### config.mk
export PLATFORM = sky130hd
export DESIGN_NAME = edge_latch_irq_ctrl
export DESIGN_NICKNAME = d
export VERILOG_FILES = /design/src/rtl/irq_latch_pkg.sv /design/src/rtl/src_sync.sv /design/src/rtl/status_latch.sv /design/src/rtl/rq_fsm.sv /design/src/rtl/list_pack.sv /design/src/rtl/edge_latch_irq_ctrl.sv
export SDC_FILE = /design/constraint.sdc
export NUM_CORES = 1
export LEC_CHECK = 0
export BUFFER_PORTS_ARGS = -buffer_cell sky130_fd_sc_hd__buf_2
export CELL_PAD_IN_SITES_DETAIL_PLACEMENT = 1
export CELL_PAD_IN_SITES_GLOBAL_PLACEMENT = 1
export CORE_UTILIZATION = 49
export DETAILED_ROUTE_END_ITERATION = 12
export PLACE_DENSITY_LB_ADDON = 0.2
export SLEW_MARGIN = 20
export SYNTH_ARGS = -nofsm -noshare
export SYNTH_HDL_FRONTEND = slang
export SYNTH_HIERARCHICAL = 1
export SYNTH_SLANG_ARGS = --single-unit
### constraint.sdc
create_clock -name clk -period 3.91 [get_ports clk]
set_input_delay 0.5865 -clock clk [delete_from_list [all_inputs] [get_ports clk]]
set_output_delay 0.5865 -clock clk [all_outputs]
set_load 0.005 [all_outputs]
### src/rtl/irq_latch_pkg.sv
package irq_latch_pkg;

    localparam int NSRC    = 6;
    localparam int REG_W   = 16;
    localparam int ADDR_W  = 2;
    localparam int IDX_W   = 3;
    localparam int CNT_LSB = 4;

    localparam logic [ADDR_W-1:0] A_ENABLE  = 2'd0;
    localparam logic [ADDR_W-1:0] A_STATUS  = 2'd1;
    localparam logic [ADDR_W-1:0] A_LIST_LO = 2'd2;
    localparam logic [ADDR_W-1:0] A_LIST_HI = 2'd3;

    typedef enum logic [1:0] {
        RQ_QUIET = 2'd0,
        RQ_RAISE = 2'd1,
        RQ_HOLD  = 2'd2
    } rq_state_e;

endpackage

### src/rtl/src_sync.sv
module src_sync #(
    parameter int N = 6
) (
    input  logic         clk,
    input  logic         rst_n,
    input  logic [N-1:0] src_i,
    output logic [N-1:0] rise_o
);

    for (genvar i = 0; i < N; i++) begin : g_line
        logic stg1_q, stg2_q, stg3_q;

        always_ff @(posedge clk or negedge rst_n) begin
            if (!rst_n) begin
                stg1_q <= 1'b0;
                stg2_q <= 1'b0;
                stg3_q <= 1'b0;
            end else begin
                stg1_q <= src_i[i];
                stg2_q <= stg1_q;
                stg3_q <= stg2_q;
            end
        end

        assign rise_o[i] = stg2_q & ~stg3_q;
    end

endmodule

### src/rtl/status_latch.sv
module status_latch #(
    parameter int N = 6
) (
    input  logic         clk,
    input  logic         rst_n,
    input  logic         en_wr,
    input  logic [N-1:0] en_wdata,
    input  logic [N-1:0] rise_i,
    output logic [N-1:0] en_q,
    output logic [N-1:0] status_q
);

    logic [N-1:0] en_d;
    logic [N-1:0] status_d;

    // New enable value takes effect at the same edge as any latch, so a
    // disable arriving together with a detected rise leaves the bit at 0.
    always_comb begin
        en_d     = en_wr ? en_wdata : en_q;
        status_d = en_d & (status_q | (rise_i & en_q));
    end

    always_ff @(posedge clk or negedge rst_n) begin
        if (!rst_n) begin
            en_q     <= '0;
            status_q <= '0;
        end else begin
            en_q     <= en_d;
            status_q <= status_d;
        end
    end

endmodule

### src/rtl/rq_fsm.sv
module rq_fsm
    import irq_latch_pkg::*;
#(
    parameter bit LEVEL_IRQ = 1'b1
) (
    input  logic clk,
    input  logic rst_n,
    input  logic status_any,
    output logic irq_o
);

    rq_state_e state_q, state_d;

    always_comb begin
        state_d = state_q;
        unique case (state_q)
            RQ_QUIET: if (status_any) state_d = RQ_RAISE;
            RQ_RAISE: state_d = status_any ? RQ_HOLD : RQ_QUIET;
            RQ_HOLD:  if (!status_any) state_d = RQ_QUIET;
            default:  state_d = RQ_QUIET;
        endcase
    end

    always_ff @(posedge clk or negedge rst_n) begin
        if (!rst_n) state_q <= RQ_QUIET;
        else        state_q <= state_d;
    end

    always_comb begin
        if (LEVEL_IRQ) irq_o = (state_q != RQ_QUIET);
        else           irq_o = (state_q == RQ_RAISE);
    end

endmodule

### src/rtl/list_pack.sv
module list_pack #(
    parameter int N       = 6,
    parameter int IDX_W   = 3,
    parameter int OUT_W   = 16,
    parameter int LO_ENT  = 5,
    localparam int LIST_BITS = N * IDX_W,
    localparam int LO_BITS   = LO_ENT * IDX_W,
    localparam int HI_BITS   = LIST_BITS - LO_BITS
) (
    input  logic                 clk,
    input  logic                 rst_n,
    input  logic                 lo_wr,
    input  logic [LO_BITS-1:0]   lo_data,
    input  logic                 hi_wr,
    input  logic [HI_BITS-1:0]   hi_data,
    input  logic [IDX_W-1:0]     cnt_data,
    input  logic [N-1:0]         status_i,
    output logic [HI_BITS-1:0]   hi_q,
    output logic [IDX_W-1:0]     cnt_q,
    output logic [OUT_W-1:0]     packed_o
);

    logic [LIST_BITS-1:0] list_q;

    always_ff @(posedge clk or negedge rst_n) begin
        if (!rst_n) begin
            list_q <= '0;
            cnt_q  <= '0;
        end else begin
            if (lo_wr) list_q[LO_BITS-1:0] <= lo_data;
            if (hi_wr) begin
                list_q[LIST_BITS-1:LO_BITS] <= hi_data;
                cnt_q                       <= cnt_data;
            end
        end
    end

    assign hi_q = list_q[LIST_BITS-1:LO_BITS];

    always_comb begin
        logic [IDX_W-1:0] idx;
        packed_o = '0;
        for (int j = 0; j < N; j++) begin
            idx = list_q[j*IDX_W +: IDX_W];
            if (j < int'(cnt_q) && int'(idx) < N) packed_o[j] = status_i[idx];
        end
    end

endmodule

### src/rtl/edge_latch_irq_ctrl.sv
module edge_latch_irq_ctrl
    import irq_latch_pkg::*;
#(
    parameter bit LEVEL_IRQ = 1'b1
) (
    input  logic              clk,
    input  logic              rst_n,
    input  logic [NSRC-1:0]   src_i,
    input  logic              wr_en,
    input  logic [ADDR_W-1:0] wr_addr,
    input  logic [REG_W-1:0]  wr_data,
    input  logic [ADDR_W-1:0] rd_addr,
    output logic [REG_W-1:0]  rd_data,
    output logic              irq_o
);

    localparam int LO_ENT    = REG_W / IDX_W;
    localparam int LO_BITS   = LO_ENT * IDX_W;
    localparam int HI_BITS   = NSRC * IDX_W - LO_BITS;

    logic [NSRC-1:0]    rise;
    logic [NSRC-1:0]    en_q;
    logic [NSRC-1:0]    status_q;
    logic [HI_BITS-1:0] list_hi;
    logic [IDX_W-1:0]   list_cnt;
    logic [REG_W-1:0]   packed_word;
    logic               unused_wr_bits;

    assign unused_wr_bits = ^wr_data;

    src_sync #(.N(NSRC)) u_sync (
        .clk    (clk),
        .rst_n  (rst_n),
        .src_i  (src_i),
        .rise_o (rise)
    );

    status_latch #(.N(NSRC)) u_stat (
        .clk      (clk),
        .rst_n    (rst_n),
        .en_wr    (wr_en && wr_addr == A_ENABLE),
        .en_wdata (wr_data[NSRC-1:0]),
        .rise_i   (rise),
        .en_q     (en_q),
        .status_q (status_q)
    );

    rq_fsm #(.LEVEL_IRQ(LEVEL_IRQ)) u_rq (
        .clk        (clk),
        .rst_n      (rst_n),
        .status_any (|status_q),
        .irq_o      (irq_o)
    );

    list_pack #(.N(NSRC), .IDX_W(IDX_W), .OUT_W(REG_W), .LO_ENT(LO_ENT)) u_pack (
        .clk      (clk),
        .rst_n    (rst_n),
        .lo_wr    (wr_en && wr_addr == A_LIST_LO),
        .lo_data  (wr_data[LO_BITS-1:0]),
        .hi_wr    (wr_en && wr_addr == A_LIST_HI),
        .hi_data  (wr_data[HI_BITS-1:0]),
        .cnt_data (wr_data[CNT_LSB +: IDX_W]),
        .status_i (status_q),
        .hi_q     (list_hi),
        .cnt_q    (list_cnt),
        .packed_o (packed_word)
    );

    always_comb begin
        rd_data = '0;
        unique case (rd_addr)
            A_ENABLE:  rd_data[NSRC-1:0] = en_q;
            A_STATUS:  rd_data[NSRC-1:0] = status_q;
            A_LIST_LO: rd_data = packed_word;
            A_LIST_HI: begin
                rd_data[HI_BITS-1:0]       = list_hi;
                rd_data[CNT_LSB +: IDX_W]  = list_cnt;
            end
            default:   rd_data = '0;
        endcase
    end

endmodule

==> out/results.ini <==
[synthesis]
synth_compound_area_share_pct = 3.57
synth_xor_area_share_pct = 0.333
synth_area_leaders = dfrtp_1 50%, mux2_2 9.4%, mux4_2 8.6%
postSynthAreaPerCell_um2 = 13.7
synth-simple-area-share_pct = 14.9
synth_top_cell_area_share_pct = 50.4
ys.flop_type = dfrtp_1
synthArstFlopShare_pct = 100
synth_area_um2 = 2630
synth_edf_count = 0
ys_ff_latch = 53
synthTopCellsByCount = 53 x dfrtp_1, 22 x mux2_2, 13 x buf_4, 10 x and2_1, 10 x mux4_2
ys_types = 36
synthMuxAreaShare_pct = 25.1
synth_top_family_by_area = multiplexers
synth_fa_ha_area_share_pct = 0
yosysWarnings = 6
synth_most_common_cell = dfrtp_1
ys_seq_area_share_pct = 50.4
synthCells = 192
synth_top_area_cell = dfrtp_1

[setup_path]
start_kind = register
cp.buffers_inverters = 1
path_max_fanout = 10
end_kind = primary output
rr_endpoint = u_rq/state_q[1]$_DFFE_PN0P_
path_common_cell = mux4_2
required_ns = 3.32
rr_startpoint = u_stat/status_q[2]$_DFF_PN0_
arrival_ns = 2.17
crit_type = register to primary output
rrSetupSlack_ns = 2.52
slowest_delay_ns = 0.52
path_cells = mux4_2 -> o221a_1 -> mux4_2 -> buf_2
crit_slowest_cell = dfrtp_1
r2r_cells = 4
cpLargestDelayFamily = multiplexers

[clocking]
clock_latency_ns = 0.31
clk_pin_slew_ns = 0.09
cts_tree = yes
post_cts_resized = 0
numCtsBuffers = 5
cts-hold-fix-buffers = 0
cts_buffer_depth = 2
cts_sinks = 53
htree_levels = 2
cts_root_buf = clkbuf_8
post-cts-setup-buffer-count = 0

[sta]
drv_slew = 0
period_share_pct = 70.5
tightest_slew_ns = 0.722
finalCriticalPeriod_ns = 2.76
hold_violations = 0
relSlewSlack_pct = 51.9
clock_skew_ns = 0.00395
setup_tns_ns = 0
max_clock_freq_mhz = 363
rsz0062_at_grt = false
setup_viol = 0

[detailed_routing]
drcViolationCount = 0
ant_nets = 0
drt-total-wl_um = 5540
vias_per_cell = 5.52
routedWlPerCell_um = 18.8
drt-initial-drc-count = 84
vias = 1628
dr.pass1.iters = 4

[global_route]
grt_pass1_wl_um = 9070
grt_overflow = 0
antenna_found_initial = 0
grt_pass1_vias = 1835
grt_max_degree = 54
track_usage_pct = 22.3

[layout]
final_nets = 253
instances_no_fill = 295
drive_gt1_share_pct = 42.7
area_delta_synth_final_pct = 9.56
insertedDiodeCount = 0

[placement]
routabilityCongestion = 0.779
placed_cells = 287
port_buffers = 35
dp_hpwl_um = 3810

[floorplan]
io_pins = 46
die_w_um = 75.3
die_height_um = 75.3
initial_core_util_pct = 51.2
core_um2 = 5140
die-area_um2 = 5660
fp-row-count = 26

[run]
cap_violations = 0

[min_path]
min_path_type = input port to asynchronous set/reset pin

[power_and_ir_drop]
power_uw = 1320
powerDensity_nw_per_um2 = 459
p_leak_uw = 0.00130
irDropWorstVdd_v = 0.000243

[outcome]
outcome = complete, no violations

cell families after synthesis:
kind of cell    count (synthesis)
xor+xnor                        1
simple gates                   54
other cells                     1
buf+inv                        21
mux                            46
compound gates                 16
flops                          53
cell usage in the layout, fill, tap and decap left out, types with 3 or more instances in the layout:
cell type	instances
clkbuf_8	5
buf_2	34
nor2_1	9
nor2b_1	6
nand3b_1	4
mux2i_1	7
a21oi_1	7
o21ai_0	3
nor3_1	3
mux4_2	10
mux2_2	22
nor2b_4	6
dfrtp_1	53
conb_1	10
and2_1	10
nor3_2	5
mux2_4	6
worst max-delay path by stage:
stage / startpoint / to / slack [ns] / cells after the start
5_1_grt: u_stat/status_q[1]$_DFF_PN0_ / rd_data[5] / 1.08 / 5
3_5_place_dp: u_stat/status_q[1]$_DFF_PN0_ / rd_data[5] / 1.50 / 5
2_1_floorplan: u_stat/status_q[5]$_DFF_PN0_ / rd_data[1] / 1.78 / 3
6_report: u_stat/status_q[0]$_DFF_PN0_ / rd_data[1] / 1.15 / 4
4_1_cts: u_stat/status_q[5]$_DFF_PN0_ / rd_data[1] / 1.14 / 4
3_3_place_gp: u_stat/status_q[1]$_DFF_PN0_ / rd_data[5] / 1.51 / 5
per-layer routing:
metal  GRT usage, %  part of all wire, %  routed length [um]
met1           26.6                   42                2340
met2           40.6                   53                2920
met3           4.28                  3.7                 206
met4           7.20                  1.3                  74
met5              0                    0                   0
metrics by stage:
stage / setup slack, ns / area (um^2) / hold slack, ns / utilization [%]
floorplan: 1.78 / 2660 / 0.291 / -
global placement: 1.51 / 2800 / 0.332 / 54.4
detailed placement: 1.50 / 2800 / 0.336 / 54.4
CTS: 1.14 / 2880 / 0.358 / 56.0
global route: 1.08 / 2880 / 0.355 / 56.1
finish: 1.15 / 2880 / 0.300 / 56.1
report_power, final:
group	internal, uW	switching, uW	total [uW]	leakage [uW]
Combinational	178	114	292	0.000618
Clock	125	176	300	0.0000450
Sequential	627	101	729	0.000635
state kept, by name, summed over array words and instances, names as in the netlist:
name and cells:
u_stat/en_q 6, u_sync/g_line.stg2_q 6, u_pack/cnt_q 3, u_stat/status_q 6
u_pack/list_q 18, u_rq/state_q 2, u_sync/g_line.stg1_q 6, u_sync/g_line.stg3_q 6
area by class of cell:
cell class	count	area, um^2
fill	553	2260
sequential	53	1330
multi-input combinational	127	1200
timing repair buffer	36	185
tap	70	87.6
clock buffer	6	72.6
clock inverter	2	10.0
inverter	1	3.75
Power figures use the tool's default switching activity.
